[src/rtl/fsl_pkg.sv]
package fsl_pkg;
  localparam int NUM_STAT = 3;
  localparam int LVL_W    = 3;
  localparam int VEC_W    = 8;
  localparam int ADDR_W   = 4;

  typedef enum logic [ADDR_W-1:0] {
    ADR_SIG  = 4'd0,
    ADR_REF  = 4'd1,
    ADR_ACC  = 4'd2,
    ADR_ACT  = 4'd3,
    ADR_LVL  = 4'd4,
    ADR_FVEC = 4'd5,
    ADR_AVEC = 4'd6
  } reg_addr_e;
endpackage

[src/rtl/fsl_loss_filter.sv]
module fsl_loss_filter #(
  parameter int NCH        = 16,
  parameter int LOSS_TICKS = 3
) (
  input  logic           clk_i,
  input  logic           rst_ni,
  input  logic           tick_i,
  input  logic [NCH-1:0] ok_i,
  output logic [NCH-1:0] ok_o   // status as judged if a tick lands now
);
  localparam int CW = $clog2(LOSS_TICKS + 1);
  localparam logic [CW-1:0] LIM    = CW'(LOSS_TICKS);
  localparam logic [CW-1:0] LIM_M1 = CW'(LOSS_TICKS - 1);

  for (genvar i = 0; i < NCH; i++) begin : g_ch
    logic [CW-1:0] cnt_q;

    always_ff @(posedge clk_i or negedge rst_ni) begin
      if (!rst_ni)          cnt_q <= '0;
      else if (tick_i) begin
        if (ok_i[i])        cnt_q <= '0;
        else if (cnt_q != LIM) cnt_q <= cnt_q + 1'b1;
      end
    end

    assign ok_o[i] = ok_i[i] | (cnt_q < LIM_M1);
  end
endmodule

[src/rtl/fsl_status_latch.sv]
module fsl_status_latch #(
  parameter int NCH = 16
) (
  input  logic           clk_i,
  input  logic           rst_ni,
  input  logic           tick_i,
  input  logic [NCH-1:0] eff_i,
  input  logic           rel_i,
  output logic [NCH-1:0] vis_o,
  output logic           lat_o,
  output logic           fault_o
);
  logic [NCH-1:0] vis_q, shd_q, src;
  logic           lat_q, rel_commit, commit;

  assign rel_commit = rel_i & lat_q;
  assign commit     = rel_commit | (tick_i & ~lat_q);
  assign src        = rel_commit ? shd_q : eff_i;
  assign fault_o    = commit & (|(vis_q & ~src));

  always_ff @(posedge clk_i or negedge rst_ni) begin
    if (!rst_ni) begin
      vis_q <= '1;
      shd_q <= '1;
      lat_q <= 1'b0;
    end else begin
      if (tick_i) shd_q <= eff_i;
      if (commit) begin
        vis_q <= src;
        lat_q <= fault_o;
      end
    end
  end

  assign vis_o = vis_q;
  assign lat_o = lat_q;
endmodule

[src/rtl/fsl_irq_ctrl.sv]
module fsl_irq_ctrl
  import fsl_pkg::*;
(
  input  logic             clk_i,
  input  logic             rst_ni,
  input  logic             fault_i,
  input  logic             iack_i,
  input  logic [LVL_W-1:0] level_i,
  output logic             irq_o
);
  logic pend_q, lvl_on;

  assign lvl_on = (level_i != '0);

  always_ff @(posedge clk_i or negedge rst_ni) begin
    if (!rst_ni)                pend_q <= 1'b0;
    else if (fault_i && lvl_on) pend_q <= 1'b1;   // new fault wins over ack
    else if (iack_i)            pend_q <= 1'b0;
  end

  assign irq_o = pend_q & lvl_on;
endmodule

[src/rtl/fault_status_irq.sv]
module fault_status_irq
  import fsl_pkg::*;
#(
  parameter int NCH        = 16,
  parameter int DW         = 16,
  parameter int LOSS_TICKS = 3
) (
  input  logic              clk_i,
  input  logic              rst_ni,
  input  logic              scan_tick_i,
  input  logic [NCH-1:0]    sig_ok_i,
  input  logic [NCH-1:0]    ref_ok_i,
  input  logic [NCH-1:0]    acc_ok_i,
  input  logic              bus_req_i,
  input  logic              bus_we_i,
  input  logic [ADDR_W-1:0] bus_addr_i,
  input  logic [DW-1:0]     bus_wdata_i,
  output logic [DW-1:0]     bus_rdata_o,
  input  logic              iack_i,
  output logic              irq_o,
  output logic [LVL_W-1:0]  irq_level_o
);
  logic [NUM_STAT-1:0][NCH-1:0] live, filt_ok, vis;
  logic [NUM_STAT-1:0]          rel_vec, lat_vec, fault_vec;
  logic [NCH-1:0]               active_q;
  logic [LVL_W-1:0]             level_q;
  logic [VEC_W-1:0]             fvec_q, avec_q;
  logic [DW-1:0]                rdata_q, rd_mux;
  logic                         bus_acc, fault_any;

  assign live      = {acc_ok_i, ref_ok_i, sig_ok_i};
  assign bus_acc   = bus_req_i & ~iack_i;
  assign fault_any = |fault_vec;

  for (genvar k = 0; k < NUM_STAT; k++) begin : g_stat
    assign rel_vec[k] = bus_acc & ~bus_we_i & (bus_addr_i == ADDR_W'(k));

    fsl_loss_filter #(.NCH(NCH), .LOSS_TICKS(LOSS_TICKS)) u_flt (
      .clk_i  (clk_i),
      .rst_ni (rst_ni),
      .tick_i (scan_tick_i),
      .ok_i   (live[k]),
      .ok_o   (filt_ok[k])
    );

    fsl_status_latch #(.NCH(NCH)) u_lat (
      .clk_i   (clk_i),
      .rst_ni  (rst_ni),
      .tick_i  (scan_tick_i),
      .eff_i   (filt_ok[k] | ~active_q),
      .rel_i   (rel_vec[k]),
      .vis_o   (vis[k]),
      .lat_o   (lat_vec[k]),
      .fault_o (fault_vec[k])
    );
  end

  fsl_irq_ctrl u_irq (
    .clk_i   (clk_i),
    .rst_ni  (rst_ni),
    .fault_i (fault_any),
    .iack_i  (iack_i),
    .level_i (level_q),
    .irq_o   (irq_o)
  );

  always_ff @(posedge clk_i or negedge rst_ni) begin
    if (!rst_ni) begin
      active_q <= '0;
      level_q  <= '0;
      fvec_q   <= '0;
      avec_q   <= '0;
    end else if (bus_acc && bus_we_i) begin
      case (bus_addr_i)
        ADR_ACT:  active_q <= bus_wdata_i[NCH-1:0];
        ADR_LVL:  level_q  <= bus_wdata_i[LVL_W-1:0];
        ADR_FVEC: fvec_q   <= bus_wdata_i[VEC_W-1:0];
        ADR_AVEC: avec_q   <= bus_wdata_i[VEC_W-1:0];
        default: ;
      endcase
    end
  end

  always_comb begin
    rd_mux = '0;
    case (bus_addr_i)
      ADR_SIG:  rd_mux = DW'(vis[0]);
      ADR_REF:  rd_mux = DW'(vis[1]);
      ADR_ACC:  rd_mux = DW'(vis[2]);
      ADR_ACT:  rd_mux = DW'(active_q);
      ADR_LVL:  rd_mux = DW'(level_q);
      ADR_FVEC: rd_mux = DW'(fvec_q);
      ADR_AVEC: rd_mux = DW'(avec_q);
      default:  rd_mux = '0;
    endcase
  end

  always_ff @(posedge clk_i or negedge rst_ni) begin
    if (!rst_ni)                      rdata_q <= '0;
    else if (iack_i)                  rdata_q <= DW'(fvec_q);
    else if (bus_acc && !bus_we_i)    rdata_q <= rd_mux;
  end

  assign bus_rdata_o = rdata_q;
  assign irq_level_o = level_q;
endmodule

[config.mk]
export PLATFORM = sky130hd
export DESIGN_NAME = fault_status_irq
export DESIGN_NICKNAME = d
export VERILOG_FILES = /design/src/rtl/fsl_pkg.sv /design/src/rtl/fsl_loss_filter.sv /design/src/rtl/fsl_status_latch.sv /design/src/rtl/fsl_irq_ctrl.sv /design/src/rtl/fault_status_irq.sv
export SDC_FILE = /design/constraint.sdc
export NUM_CORES = 1
export LEC_CHECK = 0
export BUFFER_PORTS_ARGS = -buffer_cell sky130_fd_sc_hd__buf_2
export CAP_MARGIN = 20
export CORE_ASPECT_RATIO = 0.7
export CORE_MARGIN = 2
export CORE_UTILIZATION = 60
export CTS_CLUSTER_DIAMETER = 30
export DETAILED_ROUTE_END_ITERATION = 16
export PLACE_DENSITY = 0.81
export SLEW_MARGIN = 15
export SYNTH_ARGS = -nofsm -noshare
export SYNTH_HDL_FRONTEND = slang
export SYNTH_HIERARCHICAL = 1
export SYNTH_SLANG_ARGS = --single-unit
[constraint.sdc]
create_clock -name clk_i -period 2.3 [get_ports clk_i]
set_clock_uncertainty 0.05 [all_clocks]
set_input_delay 0.115 -clock clk_i [delete_from_list [all_inputs] [get_ports clk_i]]
set_output_delay 0.115 -clock clk_i [all_outputs]
set_load 0.02 [all_outputs]
# Word level (Yosys, flattened, before mapping)
# Cells that the tools add are included.
[totals]
ff_bits = 247
latchBits = 0
in_bits = 74
memories = 0
rom_bits = 0
mem_bits_rw = 0
out_inout_bits = 20
[op_classes]
mux = 104
n_eq_ne = 54
mul = 0
n_bitwise = 81
add_sub_neg = 48
shifts = 0
div = 0
reduce_logical = 112
order_cmp = 48
[ops]
columns = ["op", "n"]
rows = [
  ["2-to-1 mux 2 bit", 96],
  ["case mux 16 bit (7 select lines)", 1],
  ["AND reduction 2 bit", 52],
  ["nonzero test 2 bit", 50],
  ["adder 2 x 1 -> 2 bit (second input constant)", 48],
  ["< comparator 2 bit (second input constant)", 48],
  ["inequality test 2 bit (second input constant)", 48],
  ["2-to-1 mux 16 bit", 5],
  ["NOT 16 bit", 4],
  ["bitwise OR 1 bit", 51],
  ["AND 16 bit", 3],
  ["bitwise OR 16 bit", 3],
  ["OR reduction 16 bit", 3],
  ["AND 1 bit", 15],
  ["equality test 4 x 3 -> 1 bit (second input constant)", 3],
  ["equality test 4 x 2 -> 1 bit (second input constant)", 2],
  ["NOT 1 bit", 5],
  ["equality test 4 x 1 -> 1 bit (second input constant)", 1],
  ["logical NOT 4 bit", 1],
  ["logical AND 1 bit", 3],
  ["nonzero test 3 bit", 1],
  ["OR reduction 3 bit", 1],
  ["2-to-1 mux 1 bit", 2],
  ["logical NOT 1 bit", 1],
]

# Depth between registers and ports, before layout
# Gate-level depths: netlist (run 1).
[depth]
word_depth = 13
ltp_mapped = 13

# By module
# Netlist (run 1), hierarchy kept.
[modules_own_cells]
columns = ["module", "cells_each", "n_inst", "area_each_um2"]
rows = [
  ["fsl_status_latch", 155, 3, 1627.8],
  ["fault_status_irq", 284, 1, 3020.4],
  ["fsl_loss_filter at g_stat[2].u_flt", 198, 1, 2088.3],
  ["fsl_loss_filter at g_stat[0].u_flt", 198, 1, 2023.2],
  ["fsl_loss_filter at g_stat[1].u_flt", 196, 1, 1975.6],
  ["fsl_irq_ctrl", 6, 1, 52.6],
]

# Worst setup path after synthesis (run 1)
# OpenSTA, ideal clock, no wires.
[synth_path]
path_type = "input to register"
from = "in bus_addr_i[3]"
to = "reg u_irq.pend_q"
setup_ns = 0.130
cell_stages = 13
path_slack_ns = -0.441
t_required_ns = 2.120
t_arrival_ns = 2.560
path_cell_list = "buf_2 > nor4b_1 > buf_2 > nor2b_1 > nand2_1 > buf_6 > mux2i_1 > a2111oi_0 > and4_1 > nor2_1 > or3_1 > inv_1 > o22ai_1"
[synth_between]
elab_chain_len = 11
word_cells_on_any_way = 31
cone_classes = "eq/ne: 2; mux: 4; bitwise: 18; reduce/logical: 7"
[synth_lines]
columns = ["element", "line_no", "rtl"]
rows = [
  ["start, declared", "fault_status_irq.sv:16", "input logic [ADDR_W-1:0] bus_addr_i,"],
  ["equality test 4 x 1 -> 1 bit (*)", "fault_status_irq.sv:36", "assign rel_vec[k] = bus_acc & ~bus_we_i & (bus_addr_i == ADDR_W'(k));"],
  ["AND 1 bit (*)", "fault_status_irq.sv:36", ""],
  ["net rel_vec[1]", "fault_status_irq.sv:24", "logic [NUM_STAT-1:0] rel_vec, lat_vec, fault_vec;"],
  ["AND 1 bit (*)", "fsl_status_latch.sv:16", "assign rel_commit = rel_i & lat_q;"],
  ["2-to-1 mux 16 bit", "fsl_status_latch.sv:18", "assign src = rel_commit ? shd_q : eff_i;"],
  ["NOT 16 bit", "fsl_status_latch.sv:19", "assign fault_o = commit & (|(vis_q & ~src));"],
  ["AND 16 bit", "fsl_status_latch.sv:19", ""],
  ["OR reduction 16 bit", "fsl_status_latch.sv:19", ""],
  ["AND 1 bit (*)", "fsl_status_latch.sv:19", ""],
  ["net fault_vec[1]", "fault_status_irq.sv:24", ""],
  ["OR reduction 3 bit (*)", "fault_status_irq.sv:33", "assign fault_any = |fault_vec;"],
  ["net fault_any", "fault_status_irq.sv:29", "logic bus_acc, fault_any;"],
  ["logical AND 1 bit (*)", "fsl_irq_ctrl.sv:17", "else if (fault_i && lvl_on) pend_q <= 1'b1;"],
  ["2-to-1 mux 1 bit or nonzero test 2 bit (tied branches)", "n/a", ""],
  ["end signal, assigned", "fsl_irq_ctrl.sv:16", "if (!rst_ni) pend_q <= 1'b0;"],
  ["end signal, assigned", "fsl_irq_ctrl.sv:17", ""],
  ["end signal, assigned", "fsl_irq_ctrl.sv:18", "else if (iack_i) pend_q <= 1'b0;"],
  ["end, declared", "fsl_irq_ctrl.sv:11", "logic pend_q, lvl_on;"],
]
# Mark *: on every way through the listed nets, which the timed path passes. The rest lies on a longest branch.
# A chain may end at the register's enable or synchronous reset.

# Worst setup path after layout (run 1)
[layout_path]
from = "reg g_stat[1].u_lat.lat_q"
to = "reg u_irq.pend_q"
[layout_between]
elab_chain_len = 9
word_cells_on_any_way = 13
cone_classes = "mux: 2; bitwise: 7; reduce/logical: 4"
[layout_lines]
columns = ["element", "line_no", "rtl"]
rows = [
  ["start, declared", "fsl_status_latch.sv:14", "logic lat_q, rel_commit, commit;"],
  ["start signal, assigned", "fsl_status_latch.sv:30", "lat_q <= fault_o;"],
  ["AND 1 bit", "fsl_status_latch.sv:16", ""],
  ["2-to-1 mux 16 bit", "fsl_status_latch.sv:18", ""],
  ["NOT 16 bit", "fsl_status_latch.sv:19", ""],
  ["AND 16 bit", "fsl_status_latch.sv:19", ""],
  ["OR reduction 16 bit", "fsl_status_latch.sv:19", ""],
  ["AND 1 bit (*)", "fsl_status_latch.sv:19", ""],
  ["net fault_vec[1]", "fault_status_irq.sv:24", ""],
  ["OR reduction 3 bit (*)", "fault_status_irq.sv:33", ""],
  ["net fault_any", "fault_status_irq.sv:29", ""],
  ["logical AND 1 bit (*)", "fsl_irq_ctrl.sv:17", ""],
  ["2-to-1 mux 1 bit or nonzero test 2 bit (tied branches)", "n/a", ""],
]
# Marked as above.

==> results of run 1 <==
## cell families after synthesis
family                   count (synthesis)  synth area share, %
AO/OA/AOI/OAI                          381                 18.2
AND/OR/NAND/NOR                        359                 17.2
flip-flops                             247                 44.9
buffers and inverters                  207                 7.04
multiplexers                           105                 8.40
adder cells (fa/ha/maj)                 48                 4.28
## state kept, by name, summed over array words and instances (netlist names)
register / cells
active_q: 16
avec_q: 8
bus_rdata_o: 16
fvec_q: 8
g_stat.u_flt/g_ch.cnt_q: 96
g_stat.u_lat/lat_o: 3
g_stat.u_lat/shd_q: 48
g_stat.u_lat/vis_o: 48
irq_level_o: 3
u_irq/pend_q: 1
## timing repair
action | 4_1_cts | 5_1_grt
endpoints found under the setup margin | 1 | 1
endpoints found under the hold margin | 251 | 0
setup buffers | 3 | 12
hold buffers | 66 | 0
resized for setup | 20 | 48
pin swaps | 6 | 14
cloned | 2 | 0
## through the flow
stage | util, % | power [mW] | hold slack [ns] | worst slack (ns)
6_report | 78.1 | 15.2 | 0.0275 | 0.0384
5_1_grt | 78.1 | 15.8 | 0.0418 | -0.0665
4_1_cts | 76.8 | 15.0 | 0.0277 | 0.00910
3_5_place_dp | 67.1 | 8.44 | 0.0644 | -0.714
3_3_place_gp | 67.1 | 8.24 | 0.0566 | -0.575
2_1_floorplan | - | 7.43 | -0.231 | -0.253
## layout make-up
cell class                      count  area, µm²
Multi-Input combinational cell    893       7010
Sequential cell                   247       6310
Fill cell                        1406       5000
Timing Repair Buffer              268       2140
Clock buffer                       47       1110
Inverter                          139        522
Tap cell                          312        390
Clock inverter                     24        317
## how the worst max path moves through the flow
| stage | start | to | slack, ns | depth (start not counted) |
|---|---|---|---|---|
| after floorplan | bus_addr_i[0] | u_irq/pend_q$_DFFE_PN0P_ | -0.25 | 13 |
| after global placement | iack_i | u_irq/pend_q$_DFFE_PN0P_ | -0.58 | 12 |
| after detailed placement | iack_i | u_irq/pend_q$_DFFE_PN0P_ | -0.71 | 12 |
| after CTS | g_stat[2].u_lat/lat_o$_DFFE_PN0P_ | u_irq/pend_q$_DFFE_PN0P_ | 0.009 | 10 |
| after global routing | g_stat[1].u_flt/g_ch[8].cnt_q[1]$_DFFE_PN0P_ | u_irq/pend_q$_DFFE_PN0P_ | -0.07 | 9 |
| final | g_stat[1].u_lat/lat_o$_DFFE_PN0P_ | u_irq/pend_q$_DFFE_PN0P_ | 0.04 | 10 |
## power groups by stage
stage | combinational, mW | sequential (mW) | clock (mW)
2_1_floorplan | 1.83 | 5.60 | 0
3_3_place_gp | 2.50 | 5.74 | 0
3_5_place_dp | 2.64 | 5.79 | 0
4_1_cts | 2.80 | 5.75 | 6.45
5_1_grt | 3.28 | 5.87 | 6.69
6_report | 2.97 | 5.80 | 6.38
## layer usage
| layer | routed length, µm | track usage [%] | up-vias |
|---|---|---|---|
| met3 | 3410 | 9.32 | 98 |
| li1 | - | - | 5357 |
| met4 | 1340 | 12.6 | 0 |
| met1 | 16500 | 41.9 | 5682 |
| met5 | 0 | 0 | - |
| met2 | 18000 | 48.9 | 482 |
## placed cells by master (no fill, tap or decap), drive strengths merged, types with 40 or more instances in the layout
master,n
a21oi,154
nor2,73
dfrtp,151
inv,147
dfstp,96
buf,199
clkbuf,49
a211oi,40
dlygate4sd3,66
o22ai,76
mux2,83
ha,48
nand2b,106
## critical path, stage by stage (launching register included)
cell       delay, ns
dfrtp_2         0.40
buf_6           0.14
buf_12          0.10
and3_1          0.21
a211oi_1        0.10
a2111oi_2       0.28
and4_4          0.30
nor2_2          0.04
or3_4           0.38
inv_2           0.07
o22ai_2         0.05
==> metrics, run 1 <==
outcome complete, no violations; # IOs 94; Max Slew Vio Count 0; top-count cell post-synth dfrtp_1; vias 11.6k; Seq/Total Area, Yosys approximately 45%; WHS Endpoint u_irq/pend_q$_DFFE_PN0P_; Worst-Skew Late Latency 0.53 ns; Cell Pwr Density about 850 mW/mm²; vias in the first global route 11.7k; DRT Pass-1 Iters 6; hold depth 3; reg2reg start g_stat[1].u_lat/lat_o$_DFFE_PN0P_; layout cells sized above 1 a little over a third; r2r setup slk 0.04 ns; Worst VDD drop 0.000692 V; worst slew pin tran 0.643 ns; max-cap viol count 0; cell area after layout roughly 0.018 mm²; TNS Setup 0 ns; Synth Flop Type dfrtp_1; post-route ant nets 0; DRC errors left 0; clock share of power 42.1%; Vias/cell 6.02; CTS Root Cell clkbuf_16; gr usage total 31.6%; first-pass GRT wire length around 62000 µm; Critical Setup Path Class reg -> reg; synth unique cells 59; post-DP HPWL 26100 µm; largest net degree at the start of global routing 81; Die Span X 187 µm; Crit Path Max Fanout 5; cell area after synthesis 0.0140 mm²; Startpoint Class flop; 1st-iter DRT viols 1106; CTS tree yes; RSZ-0062 raised after global routing true; initial antenna violation count 0; Port Buffers 93; switch share roughly 30%; EDFF count, synth 0; non-filler cells in the finished layout 1930; R2R cell count 10; fraction of registers with async set/reset 100%; P_int 10.7 mW; Hold Fails Final Rpt 0; Comb pwr share 19.6%; CTS Buffer Depth 3; placed cells 1776; largest area contributor in the netlist dfrtp_1; final period utilization a little over nine tenths; Final setup viols 0; R2R Path End u_irq/pend_q$_DFFE_PN0P_; Max Freq 0.442 GHz; residual overflow from global routing 0; NetSw 4.50 mW; Leak Pwr 8.20 nW; drt total wl 39200 µm; min cycle time layout about 2.3 ns; syn avg cell area 10.4 µm²; Placed Area 0.0153 mm²; Max-slew headroom roughly 57%; synth cell count leaders dfrtp_1 (151), inv_1 (139), a21oi_1 (132); CP Capture Type flop; sequential share of power 38.3%; initial core utilization just over 60%; Mapped Nets around 1.5k; core area 0.0228 mm²; Mapped Cells approximately 1.3k; die footprint around 0.025 mm²; P&R area growth vs syn 26.7%; #FFs+latches synth about 250; wire per inst 20.3 µm; routability cong. about 0.94; synth top area cells dfrtp_1 (27%), dfstp_2 (18%), mux2_2 (6.7%); Yosys warning count 6; Worst EP required 2.64 ns; CTS sink count 247; n_diodes 0; std cell rows 46; TritonCTS Buffers 39; type of the worst min-delay path in -> reg; H-tree levels 2; min-delay src iack_i; Layout Nets 1710; top-area cell type share of the netlist area roughly 27%; Die Y-Extent 132 µm; arrival time worst endpoint 2.61 ns; clock-pin slew of the registers on the worst-case setup and hold paths about 0.06 ns
No activity file was read; power rests on OpenSTA's default activity.
==> run 2: changes to the inputs <==
Clock period 2.3 ns to 2.6 ns, I/O delays scaled along.
==> run 2 against run 1 <==
Against the previous run:
- cell area is 3.4% lower
- non-clock buffer count is 49 lower
- cell count is 1.9% lower
- sequential power is 12% lower
- via count is 2.4% lower
- routed wire length is 5.4% lower
- critical path depth is 3 higher
- flip-flop and latch count stayed put
- clock-buffer cell count is 8 higher
- clock power is 9.1% lower
- power is 12% lower
- largest cell class unchanged
- largest power group unchanged
==> metrics, run 2 (synthesis gave the netlist of run 1 again) <==
routability cong. ~0.94; TritonCTS Buffers 44; post-placement setup slack -0.383 ns; final period utilization 96.2%; Startpoint Class input pin; Max Slew Vio Count 0; sequence of cells on the critical path buf_2 > or3b_1 > buf_4 > nor2b_4 > buf_4 > and3_1 > a211oi_1 > a2111oi_0 > and4_1 > nor2_1 > or3_1 > inv_1 > o22ai_1; initial antenna violation count 1; Leak Pwr 7.90 nW; CTS Buffer Depth 3; DRT Pass-1 Iters 5; Worst path most repeated cell buf_4; Hold WS approximately 0.16 ns; type of the worst min-delay path in -> async; clock share of power 43.6%; Die Span X around 190 µm; core area 0.0228 mm²; Comb pwr share around 18%; Reg area ~0.0063 mm²; # IOs 94; first-pass GRT wire length 59900 µm; switch share 29.8%; CTS Root Cell clkbuf_16; Worst EP required 2.95 ns; P&R area growth vs syn 22.5%; wire length on met3 2770 µm; die footprint 0.0247 mm²; CTS sink count 247; Layout Nets 1666; residual overflow from global routing 0; wire per inst 19.6 µm; vias in the first global route 11.2k; max-cap viol count 0; CTS tree yes; Vias/cell 5.99; Hold Fails Final Rpt 0; largest net degree at the start of global routing between 100 and 150; fill count 1534; uppermost routed layer met4; Critical Setup Path Class in -> reg; vias 11.3k; sequential share of power 38.5%; met2 WL roughly 17000 µm; most common cell after layout, fill and taps aside dfrtp_1; std cell rows 46; Crit Path Max Fanout 7; arrival time worst endpoint 2.86 ns; Worst-Skew Late Latency roughly 0.55 ns; most frequent cells in the layout dfrtp_1 (151), inv_1 (139), a21oi_1 (132), nand2b_1 (106), dfstp_2 (96); worst setup margin between 0.09 and 0.1 ns; drt total wl 37100 µm; Max Freq around 0.4 GHz; 1st-iter DRT viols slightly above 1k; DRC errors left 0; R2R cell count 10; crit-path max cell delay 0.51 ns; NetSw 3.96 mW; wl on met1 16500 µm; slowest cell on the critical path a2111oi_0; post-DP HPWL 25300 µm; worst slew pin tran 0.864 ns; min cycle time layout 2.50 ns; Cell Pwr Density 773 mW/mm²; CP Capture Type flop; RSZ-0062 raised after global routing false; Port Buffers just over 90; clock-pin slew of the registers on the worst-case setup and hold paths about 0.05 ns; Largest Register g_stat.u_flt/g_ch.cnt_q; initial core utilization between 60% and 70%; P_int between 9 and 10 mW; gr usage total a little under a third; layout cells sized above 1 31.8%; Max-slew headroom 42.4%; TNS Setup 0 ns; Die Y-Extent 132 µm; Largest register FFs 96; Worst VDD drop 0.000550 V; multi-input logic area slightly below 0.007 mm²; post-route ant nets 0; H-tree levels 2; outcome complete, no violations; Final setup viols 0
==> run 2: what timing repair did <==
item | 4_1_cts | 5_1_grt
hold buffers | 69 | 0
endpoints found under the setup margin | 1 | 1
endpoints found under the hold margin | 219 | 0
buffers inserted | 0 | 0
resized for setup | 2 | 2
==> run 2: final cells by class <==
class | instances | share of cell area, %
Multi-Input combinational cell | 893 | 39.6
Sequential cell | 247 | 36.6
Timing Repair Buffer | 219 | 9.67
Clock buffer | 55 | 7.25
Inverter | 139 | 3.03
Tap cell | 312 | 2.27
Clock inverter | 26 | 1.53
Antenna cell | 2 | 0.0291
==> run 2: final timing paths <==
kind	start	to	slack, ns
worst max-delay path	bus_req_i	u_irq/pend_q$_DFFE_PN0P_	0.1
worst min-delay path	rst_ni	g_stat[1].u_flt/g_ch[2].cnt_q[0]$_DFFE_PN0P_	0.16
worst max register to register	g_stat[1].u_lat/lat_o$_DFFE_PN0P_	u_irq/pend_q$_DFFE_PN0P_	0.16
worst min register to register	bus_rdata_o[11]$_DFFE_PN0P_	bus_rdata_o[11]$_DFFE_PN0P_	0.43
max in group asynchronous	rst_ni	g_stat[2].u_lat/shd_q[2]$_DFFE_PN1P_	1.55
min in group clk_i	bus_we_i	bus_rdata_o[1]$_DFFE_PN0P_	0.22
==> run 2: metrics by stage <==
step	utilization (%)	total power, mW	instance area, µm²	instances
after global placement	65.7	7.22	15000	1741
after CTS	75.4	13.3	17200	1891
after global routing	75.5	13.9	17200	1892
after detailed placement	65.7	7.38	15000	1741
final	75.5	13.3	17200	1893
after floorplan	-	6.57	14100	1347
==> run 2: worst max-delay path: cells and delay by family <==
| kind | cells | cell delay, ns |
|---|---|---|
| AND/OR/NAND/NOR | 6 | 1.52 |
| AO/OA/AOI/OAI | 3 | 0.64 |
| buffers and inverters | 4 | 0.56 |
==> run 2: layer usage <==
metal | vias up | GRT usage [%]
met2 | 412 | 47.0
li1 | 5269 | -
met4 | 0 | 9.74
met1 | 5579 | 43.7
met3 | 82 | 5.96
met5 | - | 0
==> run 2: power groups by stage <==
stage | Sequential [mW] | Combinational, mW | Clock [mW]
after floorplan | 4.95 | 1.62 | 0
after global placement | 5.11 | 2.12 | 0
after detailed placement | 5.15 | 2.23 | 0
after CTS | 5.10 | 2.34 | 5.86
after global routing | 5.18 | 2.67 | 6.05
final | 5.12 | 2.37 | 5.80
==> run 3: changes to the inputs <==
Settings changed: RECOVER_POWER set to 100.
==> run 3 against run 2 <==
Against the previous run:
- the run now ends with max-capacitance violations, max-slew violations left
- fmax grew 0.96%
- cell count is essentially flat
- sequential power hardly changed
- die area unchanged
- clock-buffer cell count stayed put
- sequential share of layout area up 0.69 points
- power decreased by 0.70%
- non-clock buffer count unchanged
- hold slack better by 0.041 ns
- highest routed layer unchanged
==> metrics, run 3 (synthesis gave the netlist of run 1 again) <==
Worst-Skew Late Latency 0.55 ns; Largest register FFs between 90 and 100; Critical Setup Path Class in -> reg; residual overflow from global routing 0; TNS Setup 0 ns; reg2reg start g_stat[1].u_lat/lat_o$_DFFE_PN0P_; clock-pin slew of the registers on the worst-case setup and hold paths ~0.050 ns; outcome complete, but fails checks; fill count 1609; largest net degree at the start of global routing 122; std cell rows 46; Worst VDD drop ~0.00055 V; # IOs 94; cell area after layout 0.0169 mm²; CTS sink count between 200 and 250; CTS tree yes; layout cells sized above 1 26.9%; Port Buffers 93; non-filler cells in the finished layout 1892; arrival time worst endpoint 2.83 ns; Startpoint Class input pin; post-route ant nets 0; most frequent cells in the layout dfrtp_1 (151), a21oi_1 (140), inv_1 (139), nand2b_1 (106), dfstp_2 (94); DRC errors left 0; initial core utilization 61.6%; Max Freq 0.404 GHz; Vias/cell ~6.0; Die Span X 187 µm; RSZ-0062 raised after global routing false; most common cell after layout, fill and taps aside dfrtp_1; Max Slew Vio Count 89; r2r setup slk 0.16 ns; vias 11.4k; Max-slew headroom -40.8%; worst setup margin 0.123 ns; Cell Pwr Density a little under 800 mW/mm²; max-cap viol count 1; initial antenna violation count 1; CP Capture Type flop; failing checks max-capacitance violations, max-slew violations; Final setup viols 0; vias in the first global route 11.2k; placed cells around 1.7k; post-DP HPWL roughly 25000 µm; TritonCTS Buffers 44; type of the worst min-delay path in -> reg; H-tree levels 2; Post-CTS Setup Inserts 0; core area 0.0228 mm²; worst slew pin tran approximately 2.1 ns; Die Y-Extent 132 µm; final period utilization a little over nine tenths; die footprint 0.0247 mm²; Placed Area 0.0150 mm²; Worst EP required 2.96 ns; Largest Register g_stat.u_flt/g_ch.cnt_q; Hold Fails Final Rpt 0; Crit Path Max Fanout 7; CP Launch Point bus_req_i; 1st-iter DRT viols 899; DRT Pass-1 Iters 6; Hold WS 0.204 ns; drt total wl around 37000 µm; wire per inst approximately 20 µm; post-placement setup slack -0.383 ns; Layout Nets 1666; min-delay src bus_we_i; min cycle time layout between 2 and 2.5 ns; P&R area growth vs syn 20.2%; gr usage total a little under a third; CTS Root Cell clkbuf_16; CTS Buffer Depth 3; routability cong. 0.941; Leak Pwr around 7.7 nW; first-pass GRT wire length between 50000 and 60000 µm
-- run 3: changes by cell type in the layout (fill, tap and decap cells not counted), moves of 20 or more --
cell,change
clkbuf_1,+27
nor3b_1,+35
buf_2,-20
nor3b_2,-34
-- run 3: critical path: stages --
cell       delay, ns
clkbuf_2        0.13
or3b_1          0.44
buf_4           0.18
nor2b_4         0.19
buf_4           0.18
and3_1          0.18
a211oi_1        0.05
a2111oi_0       0.52
and4_1          0.30
nor2_1          0.07
or3_1           0.31
inv_1           0.07
o22ai_1         0.07
-- run 3: layout make-up --
| cell class | instances | area [µm²] | area share [%] |
|---|---|---|---|
| multi-input combinational | 893 | 6580 | 39.0 |
| antenna | 1 | 2.50 | 0.0148 |
| sequential | 247 | 6300 | 37.3 |
| timing repair buffer | 219 | 1580 | 9.35 |
| inverter | 139 | 522 | 3.09 |
| clock buffer | 55 | 1250 | 7.38 |
| tap | 312 | 390 | 2.31 |
| clock inverter | 26 | 264 | 1.56 |
-- run 3: where the power goes --
group	total [mW]	leakage (nW)	internal, mW	switching [mW]
Clock	5.81	0.724	3.73	2.07
Combinational	2.29	3.96	1.06	1.23
Sequential	5.10	2.98	4.47	0.628
Total	13.2	7.66	9.26	3.93
-- run 3: final timing paths --
check                                                               end  cells after the start
max                                            u_irq/pend_q$_DFFE_PN0P_                     13
min                                          bus_rdata_o[1]$_DFFE_PN0P_                      5
max reg2reg                                    u_irq/pend_q$_DFFE_PN0P_                     10
min reg2reg                                 bus_rdata_o[11]$_DFFE_PN0P_                      2
max in group asynchronous          g_stat[0].u_lat/shd_q[0]$_DFFE_PN1P_                      3
min in group asynchronous  g_stat[1].u_flt/g_ch[2].cnt_q[0]$_DFFE_PN0P_                      2
-- run 3: what timing repair did --
action | CTS | global route
setup endpoints to repair | 1 | 1
hold endpoints to repair | 219 | 0
hold buffers | 69 | 0
gates resized for setup | 2 | 2
-- run 3: per-stage QoR --
stage	util (%)	power (mW)
global placement	65.7	7.22
floorplan	-	6.57
finish	74.1	13.2
global route	74.1	13.8
CTS	75.4	13.3
detailed placement	65.7	7.38
-- run 3: layer usage --
metal | up-vias | track usage [%] | wire, µm
met5 | - | 0 | 0
met4 | 0 | 9.74 | 1020
met3 | 88 | 5.96 | 2790
met2 | 418 | 47.0 | 16900
met1 | 5609 | 43.7 | 16600
li1 | 5272 | - | -
